File: src/rtl/regbank_pkg.sv
package regbank_pkg;

  localparam int FIELD_W = 8;

  typedef enum logic [3:0] {
    FA_RO,      // read only, hardware loaded
    FA_RO_ST,   // read only, sticky
    FA_RW,      // plain read/write
    FA_RW_ST,   // read/write, sticky
    FA_W1C,     // hardware set, write one to clear
    FA_W1C_ST,  // as above, sticky
    FA_RDSET,   // set by read, write one to clear
    FA_RW_LK,   // read/write, frozen by guard
    FA_RW_KEY,  // read/write, acts as guard for others
    FA_SC,      // read/write, hardware clears
    FA_SC_LK,   // self clearing, frozen by guard
    FA_WONCE,   // first strobed write only
    FA_WONLY    // write only, reads zero, pulses
  } fattr_e;

  function automatic logic attr_sticky(fattr_e a);
    return (a == FA_RO_ST) || (a == FA_RW_ST) || (a == FA_W1C_ST);
  endfunction

  function automatic logic attr_lockable(fattr_e a);
    return (a == FA_RW_LK) || (a == FA_SC_LK);
  endfunction

endpackage

File: src/rtl/regbank_wdec.sv
module regbank_wdec #(
  parameter int NUM_WORDS = 4,
  parameter int DATA_W    = 32,
  parameter int FW        = 8,
  localparam int LANES    = DATA_W / FW,
  localparam int NF       = NUM_WORDS * LANES,
  localparam int ADDR_W   = (NUM_WORDS > 1) ? $clog2(NUM_WORDS) : 1
) (
  input  logic              rst_any,
  input  logic [ADDR_W-1:0] addr,
  input  logic [DATA_W-1:0] wdata,
  input  logic [LANES-1:0]  be,
  input  logic              wr_en,
  input  logic              rd_en,
  output logic [NF-1:0]     wr_hit,
  output logic [NF-1:0]     rd_hit,
  output logic [NF*FW-1:0]  wbytes
);

  logic wr_ok;
  logic rd_ok;
  assign wr_ok = wr_en && !rst_any;
  assign rd_ok = rd_en && !rst_any;

  for (genvar gi = 0; gi < NF; gi++) begin : g_dec
    localparam int WORD = gi / LANES;
    localparam int LANE = gi % LANES;
    logic sel;
    assign sel = (addr == ADDR_W'(WORD));
    assign wr_hit[gi] = wr_ok && sel && be[LANE];
    assign rd_hit[gi] = rd_ok && sel;
    assign wbytes[gi*FW +: FW] = wdata[LANE*FW +: FW];
  end

endmodule

File: src/rtl/regbank_field.sv
module regbank_field
  import regbank_pkg::*;
#(
  parameter fattr_e          ATTR    = FA_RW,
  parameter int              FW      = FIELD_W,
  parameter logic [FW-1:0]   RST_VAL = '0
) (
  input  logic          clk,
  input  logic          rst_cold,
  input  logic          rst_warm,
  input  logic          wr_hit,
  input  logic          rd_hit,
  input  logic [FW-1:0] wbyte,
  input  logic          hw_we,
  input  logic [FW-1:0] hw_wdata,
  input  logic [FW-1:0] hw_set,
  input  logic [FW-1:0] hw_clr,
  input  logic          guard_on,
  output logic [FW-1:0] q,
  output logic [FW-1:0] rd_val,
  output logic          wo_pulse
);

  localparam logic STICKY   = attr_sticky(ATTR);
  localparam logic LOCKABLE = attr_lockable(ATTR);

  logic [FW-1:0] q_r;
  logic          once_r;
  logic          wo_r;
  logic          wr_ok;

  assign wr_ok = wr_hit && !(LOCKABLE && guard_on);

  always_ff @(posedge clk) begin
    if (rst_cold || (rst_warm && !STICKY)) begin
      q_r <= RST_VAL;
    end else begin
      case (ATTR)
        FA_RO, FA_RO_ST: if (hw_we) q_r <= hw_wdata;
        FA_RW, FA_RW_ST, FA_RW_LK, FA_RW_KEY, FA_WONLY: if (wr_ok) q_r <= wbyte;
        FA_W1C, FA_W1C_ST: q_r <= (q_r & ~(wr_hit ? wbyte : '0)) | hw_set;
        FA_RDSET: begin
          if (rd_hit)      q_r <= '1;
          else if (wr_hit) q_r <= q_r & ~wbyte;
        end
        FA_SC, FA_SC_LK: begin
          if (wr_ok) q_r <= wbyte;
          else       q_r <= q_r & ~hw_clr;
        end
        FA_WONCE: if (wr_hit && !once_r) q_r <= wbyte;
        default: q_r <= q_r;
      endcase
    end
  end

  always_ff @(posedge clk) begin
    if (rst_cold || rst_warm) begin
      once_r <= 1'b0;
      wo_r   <= 1'b0;
    end else begin
      if (ATTR == FA_WONCE && wr_hit) once_r <= 1'b1;
      wo_r <= (ATTR == FA_WONLY) && wr_hit;
    end
  end

  assign q        = q_r;
  assign rd_val   = (ATTR == FA_WONLY) ? '0 : q_r;
  assign wo_pulse = wo_r;

  logic unused_inputs;
  assign unused_inputs = ^{hw_we, hw_wdata, hw_set, hw_clr, rd_hit, guard_on};

  // ---------------- assertions ----------------
  if (ATTR == FA_RO || ATTR == FA_RO_ST) begin : g_a_ro
    p_ro_hold_r1: assert property (@(posedge clk) disable iff (rst_cold || rst_warm)
      !hw_we |=> $stable(q_r));
  end

  if (STICKY) begin : g_a_st
    p_sticky_keep_r2: assert property (@(posedge clk) disable iff (rst_cold)
      (rst_warm && !hw_we && !(|hw_set)) |=> $stable(q_r));
  end else begin : g_a_nst
    p_warm_default_r2: assert property (@(posedge clk) disable iff (rst_cold)
      rst_warm |=> (q_r == RST_VAL));
  end

  if (ATTR == FA_W1C || ATTR == FA_W1C_ST) begin : g_a_w1c
    p_w1c_clear_r3: assert property (@(posedge clk) disable iff (rst_cold || rst_warm)
      (wr_hit && !(|hw_set)) |=> ((q_r & $past(wbyte)) == '0));
    p_hwset_wins_r4: assert property (@(posedge clk) disable iff (rst_cold || rst_warm)
      (|hw_set) |=> ((q_r & $past(hw_set)) == $past(hw_set)));
  end

  if (ATTR == FA_RDSET) begin : g_a_rs
    p_read_sets_r5: assert property (@(posedge clk) disable iff (rst_cold || rst_warm)
      rd_hit |=> (q_r == '1));
  end

  if (LOCKABLE) begin : g_a_lk
    p_locked_hold_r6: assert property (@(posedge clk) disable iff (rst_cold || rst_warm)
      (guard_on && !(|hw_clr)) |=> $stable(q_r));
  end

  if (ATTR == FA_SC || ATTR == FA_SC_LK) begin : g_a_sc
    p_self_clear_r8: assert property (@(posedge clk) disable iff (rst_cold || rst_warm)
      (!wr_hit && (|hw_clr)) |=> ((q_r & $past(hw_clr)) == '0));
  end

  if (ATTR == FA_WONCE) begin : g_a_wo1
    p_once_frozen_r9: assert property (@(posedge clk) disable iff (rst_cold || rst_warm)
      once_r |=> $stable(q_r));
  end

  if (ATTR == FA_WONLY) begin : g_a_wonly
    p_wo_pulse_r10: assert property (@(posedge clk) disable iff (rst_cold || rst_warm)
      wr_hit |=> (wo_pulse && q_r == $past(wbyte)));
    p_wo_single_r10: assert property (@(posedge clk) disable iff (rst_cold || rst_warm)
      !wr_hit |=> !wo_pulse);
  end

  if (ATTR == FA_RW || ATTR == FA_RW_ST || ATTR == FA_RW_KEY) begin : g_a_rw
    p_unstrobed_hold_r12: assert property (@(posedge clk) disable iff (rst_cold || rst_warm)
      !wr_hit |=> $stable(q_r));
  end

endmodule

File: src/rtl/regbank_rdata.sv
module regbank_rdata #(
  parameter int NUM_WORDS = 4,
  parameter int DATA_W    = 32,
  localparam int ADDR_W   = (NUM_WORDS > 1) ? $clog2(NUM_WORDS) : 1
) (
  input  logic                        clk,
  input  logic                        rst_any,
  input  logic                        rd_en,
  input  logic [ADDR_W-1:0]           addr,
  input  logic [NUM_WORDS*DATA_W-1:0] rd_vals,
  output logic [DATA_W-1:0]           rdata
);

  logic [DATA_W-1:0] words [NUM_WORDS];
  logic [DATA_W-1:0] sel_word;

  for (genvar gw = 0; gw < NUM_WORDS; gw++) begin : g_w
    assign words[gw] = rd_vals[gw*DATA_W +: DATA_W];
  end

  always_comb begin
    sel_word = '0;
    for (int w = 0; w < NUM_WORDS; w++) begin
      if (addr == ADDR_W'(w)) sel_word = words[w];
    end
  end

  always_ff @(posedge clk) begin
    if (rst_any)    rdata <= '0;
    else if (rd_en) rdata <= sel_word;
  end

  p_rdata_hold_r11: assert property (@(posedge clk) disable iff (rst_any)
    !rd_en |=> $stable(rdata));

endmodule

File: src/rtl/regbank_attr.sv
module regbank_attr
  import regbank_pkg::*;
#(
  parameter int NUM_WORDS = 4,
  parameter int DATA_W    = 32,
  localparam int LANES    = DATA_W / FIELD_W,
  localparam int NF       = NUM_WORDS * LANES,
  localparam int ADDR_W   = (NUM_WORDS > 1) ? $clog2(NUM_WORDS) : 1,
  parameter fattr_e FIELD_ATTR [NF] = '{
    FA_RO,     FA_RO_ST,  FA_RW,    FA_RW_ST,
    FA_W1C,    FA_W1C_ST, FA_RDSET, FA_WONCE,
    FA_RW_KEY, FA_RW_LK,  FA_SC_LK, FA_RW_LK,
    FA_SC,     FA_WONLY,  FA_RO,    FA_RW},
  parameter int GUARD_SEL [NF] = '{
    -1, -1, -1, -1,
    -1, -1, -1, -1,
    -1,  8,  8,  9,
    -1, -1, -1, -1},
  parameter logic [NUM_WORDS*DATA_W-1:0] RESET_VAL =
    128'h5A000000_00000000_00000000_3CA50000
) (
  input  logic                  clk,
  input  logic                  rst_cold,
  input  logic                  rst_warm,
  input  logic [ADDR_W-1:0]     bus_addr,
  input  logic [DATA_W-1:0]     bus_wdata,
  input  logic [LANES-1:0]      bus_be,
  input  logic                  bus_wr,
  input  logic                  bus_rd,
  output logic [DATA_W-1:0]     bus_rdata,
  input  logic [NF-1:0]         hw_we,
  input  logic [NF*FIELD_W-1:0] hw_wdata,
  input  logic [NF*FIELD_W-1:0] hw_set,
  input  logic [NF*FIELD_W-1:0] hw_clr,
  output logic [NF*FIELD_W-1:0] field_q,
  output logic [NF-1:0]         wo_pulse
);

  logic                  rst_any;
  logic [NF-1:0]         wr_hit;
  logic [NF-1:0]         rd_hit;
  logic [NF*FIELD_W-1:0] wbytes;
  logic [NF*FIELD_W-1:0] rd_vals;
  logic [FIELD_W-1:0]    fq [NF];

  assign rst_any = rst_cold || rst_warm;

  regbank_wdec #(.NUM_WORDS(NUM_WORDS), .DATA_W(DATA_W), .FW(FIELD_W)) u_wdec (
    .rst_any (rst_any),
    .addr    (bus_addr),
    .wdata   (bus_wdata),
    .be      (bus_be),
    .wr_en   (bus_wr),
    .rd_en   (bus_rd),
    .wr_hit  (wr_hit),
    .rd_hit  (rd_hit),
    .wbytes  (wbytes)
  );

  for (genvar gi = 0; gi < NF; gi++) begin : g_fld
    logic guard;
    if (GUARD_SEL[gi] >= 0 && GUARD_SEL[gi] < NF) begin : g_guard
      assign guard = fq[GUARD_SEL[gi]][0];
    end else begin : g_free
      assign guard = 1'b0;
    end

    regbank_field #(
      .ATTR    (FIELD_ATTR[gi]),
      .FW      (FIELD_W),
      .RST_VAL (RESET_VAL[gi*FIELD_W +: FIELD_W])
    ) u_field (
      .clk      (clk),
      .rst_cold (rst_cold),
      .rst_warm (rst_warm),
      .wr_hit   (wr_hit[gi]),
      .rd_hit   (rd_hit[gi]),
      .wbyte    (wbytes[gi*FIELD_W +: FIELD_W]),
      .hw_we    (hw_we[gi]),
      .hw_wdata (hw_wdata[gi*FIELD_W +: FIELD_W]),
      .hw_set   (hw_set[gi*FIELD_W +: FIELD_W]),
      .hw_clr   (hw_clr[gi*FIELD_W +: FIELD_W]),
      .guard_on (guard),
      .q        (fq[gi]),
      .rd_val   (rd_vals[gi*FIELD_W +: FIELD_W]),
      .wo_pulse (wo_pulse[gi])
    );

    assign field_q[gi*FIELD_W +: FIELD_W] = fq[gi];
  end

  regbank_rdata #(.NUM_WORDS(NUM_WORDS), .DATA_W(DATA_W)) u_rdata (
    .clk     (clk),
    .rst_any (rst_any),
    .rd_en   (bus_rd),
    .addr    (bus_addr),
    .rd_vals (rd_vals),
    .rdata   (bus_rdata)
  );

  p_cold_clears_rdata_r2: assert property (@(posedge clk)
    rst_cold |=> (bus_rdata == '0 && wo_pulse == '0));

endmodule

File: config.mk
export PLATFORM = sky130hd
export DESIGN_NAME = regbank_attr
export DESIGN_NICKNAME = d
export VERILOG_FILES = /design/src/rtl/regbank_pkg.sv /design/src/rtl/regbank_wdec.sv /design/src/rtl/regbank_field.sv /design/src/rtl/regbank_rdata.sv /design/src/rtl/regbank_attr.sv
export SDC_FILE = /design/constraint.sdc
export NUM_CORES = 1
export LEC_CHECK = 0
export BUFFER_PORTS_ARGS = -buffer_cell sky130_fd_sc_hd__buf_4
export CORE_AREA = 2 2 241 243
export DETAILED_ROUTE_END_ITERATION = 6
export DIE_AREA = 0 0 243 245
export SYNTH_ARGS = -nofsm -noshare
export SYNTH_HDL_FRONTEND = slang
export SYNTH_SLANG_ARGS = --single-unit
File: constraint.sdc
create_clock -name clk -period 2.4 [get_ports clk]
set_input_delay 0.48 -clock clk [delete_from_list [all_inputs] [get_ports clk]]
set_output_delay 0.48 -clock clk [all_outputs]
set_load 0.1 [all_outputs]
Yosys cells after proc, flatten, opt, wreduce, memory -nomap -nowiden
Cells that the tools add are included.

word-level totals
  output and inout port bits = 176
  word-level logic and storage cells = 75
  input port bits = 443
  bits in registers = 162

cells by class
  equality and inequality tests = 3
  reductions and logical operators = 31
  bitwise operators = 12
  mux-type cells = 10

operators by type and width
  cell                  count
  $mux W32              4
  $mux W8               6
  $and A8 B8 Y8         5
  $not A8 Y8            5
  $logic_and A1 B1 Y1   24
  $or A8 B8 Y8          2
  $eq A2 B2 Y1 const B  2
  $logic_not A1 Y1      4
  $eq A2 B1 Y1 const B  1
  $logic_not A2 Y1      1
  $reduce_bool A2 Y1    1
  $logic_or A1 B1 Y1    1

Depth between registers and ports, before layout
  depth in word-level cells = 9
  depth in mapped cells = 6
  mapped depth without buffers = 3

Cells and area by module
Synthesis repeated with hierarchy kept, for this count alone.

unflattened totals
  cells, all modules = 967
  area, all modules = 9472.8 um^2

modules (own cells, without submodules)
  module                                  seq. area each (um^2)  times used  cells an instance  area an instance (um^2)
  regbank_rdata                           640.6                  1           182                2165.8
  regbank_wdec                            0.0                    1           164                1246.2
  regbank_field at g_fld[0].u_field ...   160.2                  3           37                 366.6
  regbank_field at g_fld[11].u_field ...  160.2                  2           38                 381.6
  regbank_field at g_fld[3].u_field ...   160.2                  2           36                 367.9
  regbank_field at g_fld[15].u_field ...  160.2                  2           36                 361.6
  regbank_field at g_fld[5].u_field       160.2                  1           44                 430.4
  regbank_field at g_fld[7].u_field       180.2                  1           41                 405.4
  regbank_field at g_fld[10].u_field      160.2                  1           48                 394.1
  regbank_field at g_fld[12].u_field      160.2                  1           45                 392.9
  regbank_field at g_fld[13].u_field      180.2                  1           39                 386.6
  regbank_field at g_fld[4].u_field       160.2                  1           35                 362.8
  regbank_field at g_fld[1].u_field       160.2                  1           36                 356.6
  regbank_attr                            0.0                    1           2                  10.0

Worst setup path before layout
Ideal clock, no wire load.

  path type = input -> register
  start point = input port rst_warm
  end point = register g_fld[7].u_field.q_r[0]
  stages on the path = 5
  arrival = 1.762 ns
  library setup time = 0.122 ns
  slack = 0.516 ns
  data required time = 2.278 ns
  buffers on the path = 2
  cells stage by stage = or4b_1 > buf_6 > or3_4 > buf_6 > mux2i_1

between the ends
  cells in the longest elaborated chain, start to end = 6

ends and longest elaborated chain
  element                           RTL line                                 source
  from (decl)                       regbank_attr.sv:24                       input logic rst_warm,
  $logic_or A1 B1 Y1 *              regbank_field.sv:35, regbank_attr.sv:46
  $logic_not A1 Y1                  regbank_wdec.sv:22                       assign wr_ok = wr_en && !rst_any;
  $logic_and A1 B1 Y1               regbank_wdec.sv:22
  $logic_and A1 B1 Y1 (2 in a row)  regbank_wdec.sv:30                       assign wr_hit[gi] = wr_ok && sel && be[LANE];
  $logic_and A1 B1 Y1               regbank_field.sv:50                      FA_WONCE: if (wr_hit && !once_r) q_r <= wbyte;
  to (signal assigned)              regbank_field.sv:48                      else q_r <= q_r & ~hw_clr;
  to (signal assigned)              regbank_field.sv:50
  to (signal assigned)              regbank_field.sv:51                      default: q_r <= q_r;
  to (decl)                         regbank_field.sv:27                      logic [FW-1:0] q_r;

Mark *: on every way between the ends. The rest lies on a longest branch, timed or not.
A chain may end at the register's enable or synchronous reset.

Worst setup path in the final report
  start point = register g_fld[12].u_field.q_r[0]
  end point = output port field_q[96]

RTL lines
  element                 RTL line             source
  from (decl)             regbank_field.sv:27
  from (signal assigned)  regbank_field.sv:39  FA_RO, FA_RO_ST: if (hw_we) q_r <= hw_wdata;
  from (signal assigned)  regbank_field.sv:40  FA_RW, FA_RW_ST, FA_RW_LK, FA_RW_KEY, FA_WONLY: if (wr_ok) q_r <= wbyte;
  from (signal assigned)  regbank_field.sv:41  FA_W1C, FA_W1C_ST: q_r <= (q_r & ~(wr_hit ? wbyte : '0)) | hw_set;
  to (decl)               regbank_attr.sv:35   output logic [NF*FIELD_W-1:0] field_q,

No word-level cell between the ends.

==> impl_metrics.env <==
export IMPL_drt_pass1_iterations=5
export IMPL_hpwl_um=26300
export IMPL_nets=1450
export IMPL_drc=0
export IMPL_cts_buffers=17
export IMPL_cp_arrival_ps=1310
export IMPL_cts_resized=0
export IMPL_grt_antenna_before_repair=6
export IMPL_instances_no_fill=1790
export IMPL_gp_congestion=0.751
export IMPL_postRouteAntennaNets=0
export IMPL_hold_class="in2reg"
export IMPL_grt_first_pass_wirelength_um=47800
export IMPL_clock_sinks=162
export IMPL_required_ps=1920
export IMPL_path_max_fanout=3
export IMPL_p_int_mw=4.88
export IMPL_crit_chain="buf_4"
export IMPL_synth_top_area_cell="dfxtp_1"
export IMPL_vias_per_cell=3.73
export IMPL_critPathLaunchType="flop"
export IMPL_final_period_minus_worst_setup_slack_ps=1790
export IMPL_placed_area_um2=9920
export IMPL_wl_per_cell_um=19.0
export IMPL_grt_most_used_layer="met2"
export IMPL_yosysWarnings=0
export IMPL_root_buffer="clkbuf_16"
export IMPL_num_io_pins=619
export IMPL_slew_viol_final=0
export IMPL_peakVddDrop_mv=0.563
export IMPL_preCtsSetupSlack_ps=241
export IMPL_synthFlopType="dfxtp_1"
export IMPL_grtUsageMet1=0.144
export IMPL_tightest_slew_ps=538
export IMPL_fill_cells=6398
export IMPL_post_cts_buffers=0
export IMPL_fmax_ghz=0.558
export IMPL_slowest_stage="dfxtp_1"
export IMPL_path_class="reg2out"
export IMPL_cts_tree="done"
export IMPL_synth_seq_cells=162
export IMPL_end_kind="output port"
export IMPL_synth_cells=755
export IMPL_io_buffers=262
export IMPL_ys_top_cells_by_count="162 x dfxtp_1, 76 x nand2_1, 73 x mux2i_1, 59 x o21ai_0, 44 x nor2_1"
export IMPL_yosysMostFrequentCell="dfxtp_1"
export IMPL_ys_seq_area_frac=0.464
export IMPL_drtIter0Drc=364
export IMPL_drt_wl_total_um=34100
export IMPL_initial_utilization=0.123
export IMPL_cp_num_buf_inv=1
export IMPL_fin_skew_ps=7.96
export IMPL_clk_pin_slew_worst_paths_ps=70
export IMPL_postSynthAreaPerCell_um2=9.26
export IMPL_switching_share=0.316
export IMPL_slowest_delay_ps=480
export IMPL_cts_path_max_buffers=2
export IMPL_relSlewSlack=0.640
export IMPL_hold_buffers=0
export IMPL_row_count=88
export IMPL_post_route_period_util=0.747
export IMPL_ys_async_sr_fraction=0
export IMPL_setup_viol=0
export IMPL_tns_ps=0
export IMPL_use_met3=0.0388
export IMPL_grt_pass1_vias=6555
export IMPL_grtUsageMet2=0.183
export IMPL_synth_area_leaders="dfxtp_1 46%, mux2i_1 10%, o21ai_0 4.2%"
export IMPL_clock_latency_ps=470
export IMPL_finalHoldViolCount=0
export IMPL_post_route_util=0.185
export IMPL_synth_top_cell_area_share=0.464
export IMPL_track_usage=0.114
export IMPL_drv_cap=0
export IMPL_dieArea_um2=59500
export IMPL_layout_drive_gt1_share=0.363
export IMPL_cp_top_family="flip-flops"
export IMPL_worst_slack_ps=608
export IMPL_clkPwrFrac=0.428
export IMPL_core_um2=57000
export IMPL_status="finished clean"
export IMPL_power_density_nw_per_um2=675
export IMPL_power_frac_comb=0.178
export IMPL_power_mw=7.14
export IMPL_synth_distinct_cells=41
export IMPL_syn2layout_area_growth_pct=51.2
export IMPL_dp_cells=1753
export IMPL_final_area_um2=10600
export IMPL_sequentialPowerShare=0.394
export IMPL_grt_max_degree=90
export IMPL_p_leak_nw=4.54
export IMPL_rsz0062_at_grt="no"
export IMPL_die_h_um=245
export IMPL_whs_ps=215
export IMPL_syn_area_um2=6990
export IMPL_htreeDepth=4
export IMPL_grt_overflow_total=0
export IMPL_num_vias=6675
export IMPL_p_sw_mw=2.26
export IMPL_die_w_um=243
export IMPL_synth_edf_count=0
## metal layers
layer | up-vias | routed length [µm]
met1 | 3231 | 15400
li1 | 3171 | -
met3 | 30 | 2440
met4 | 6 | 445
met5 | - | 36
met2 | 237 | 15700
## state kept, by name, indices dropped and copies added (netlist names)
| register | cells |
|---|---|
| g_fld.u_field.q | 128 |
| u_rdata.rdata | 32 |
| g_fld.u_field.wo_pulse | 1 |
| g_fld.u_field.once_r | 1 |
## kinds of logic (layout without fill, tap and decap cells)
| family | Yosys count | count (layout) | synth area share |
|---|---|---|---|
| other | 1 | 21 | 0.000536 |
| DFF | 162 | 162 | 0.464 |
| muxes | 97 | 97 | 0.154 |
| and+or+nand+nor | 227 | 227 | 0.164 |
| AOI/OAI and AO/OA | 163 | 163 | 0.147 |
| buffers and inverters | 105 | 355 | 0.0701 |
## placed cells by master, fill, tap and decap left out, types with 2 or more instances in the layout
cell and n:
clkbuf_16 17, nand3_1 38, mux2i_1 73, a21oi_1 40, nor3_1 13, clkinv_4 4, o31ai_1 5, o211ai_1 8
clkbuf_8 2, nor2_1 43, dfxtp_1 162, clkinv_2 2, bufinv_16 4, mux4_2 7, nand2b_1 2, buf_12 5
diode_2 6, nand3b_1 34, buf_4 293, and4bb_2 2, nor4b_1 4, conb_1 15, o221ai_1 25, inv_1 26
a31o_2 8, a31oi_1 8, and2_1 3, o211a_1 8, o21ai_0 59, nand2_1 76, mux2_2 17
## power groups by stage
stage,sequential [mW],clock [mW],combinational (mW)
6_report,2.82,3.06,1.27
5_1_grt,2.82,3.26,1.33
3_3_place_gp,2.88,0,1.28
4_1_cts,2.82,3.17,1.29
3_5_place_dp,2.88,0,1.29
2_1_floorplan,3.30,0,0.418
## layout make-up
cell class / instances / area [µm²] / share of cell area
clock buffers: 19 / 453 / 0.0428
multi-input cells: 502 / 3320 / 0.314
clock inverters: 12 / 181 / 0.0172
repair buffers: 298 / 2300 / 0.218
flip-flops and latches: 162 / 3240 / 0.307
diodes: 6 / 15.0 / 0.00142
inverters: 26 / 97.6 / 0.00923
well taps: 765 / 957 / 0.0905
## worst reg2reg max path, stage by stage, from the launching register on
cell	delay, ps
dfxtp_1	390
nor4b_1	480
buf_4	200
nand3_1	90
buf_4	230
mux2i_1	140
## worst paths after layout
kind / start / to / slack [ps] / cells after the start
max reg2reg: g_fld[8].u_field.q[0] / g_fld[9].u_field.q[6] / 770 / 5
max: g_fld[12].u_field.q[0] / field_q[96] / 610 / 1
min: bus_wdata[7] / g_fld[4].u_field.q[7] / 210 / 2
min reg2reg: g_fld[13].u_field.q[7] / g_fld[13].u_field.q[7] / 470 / 2
(Power assumes the default switching activity.)
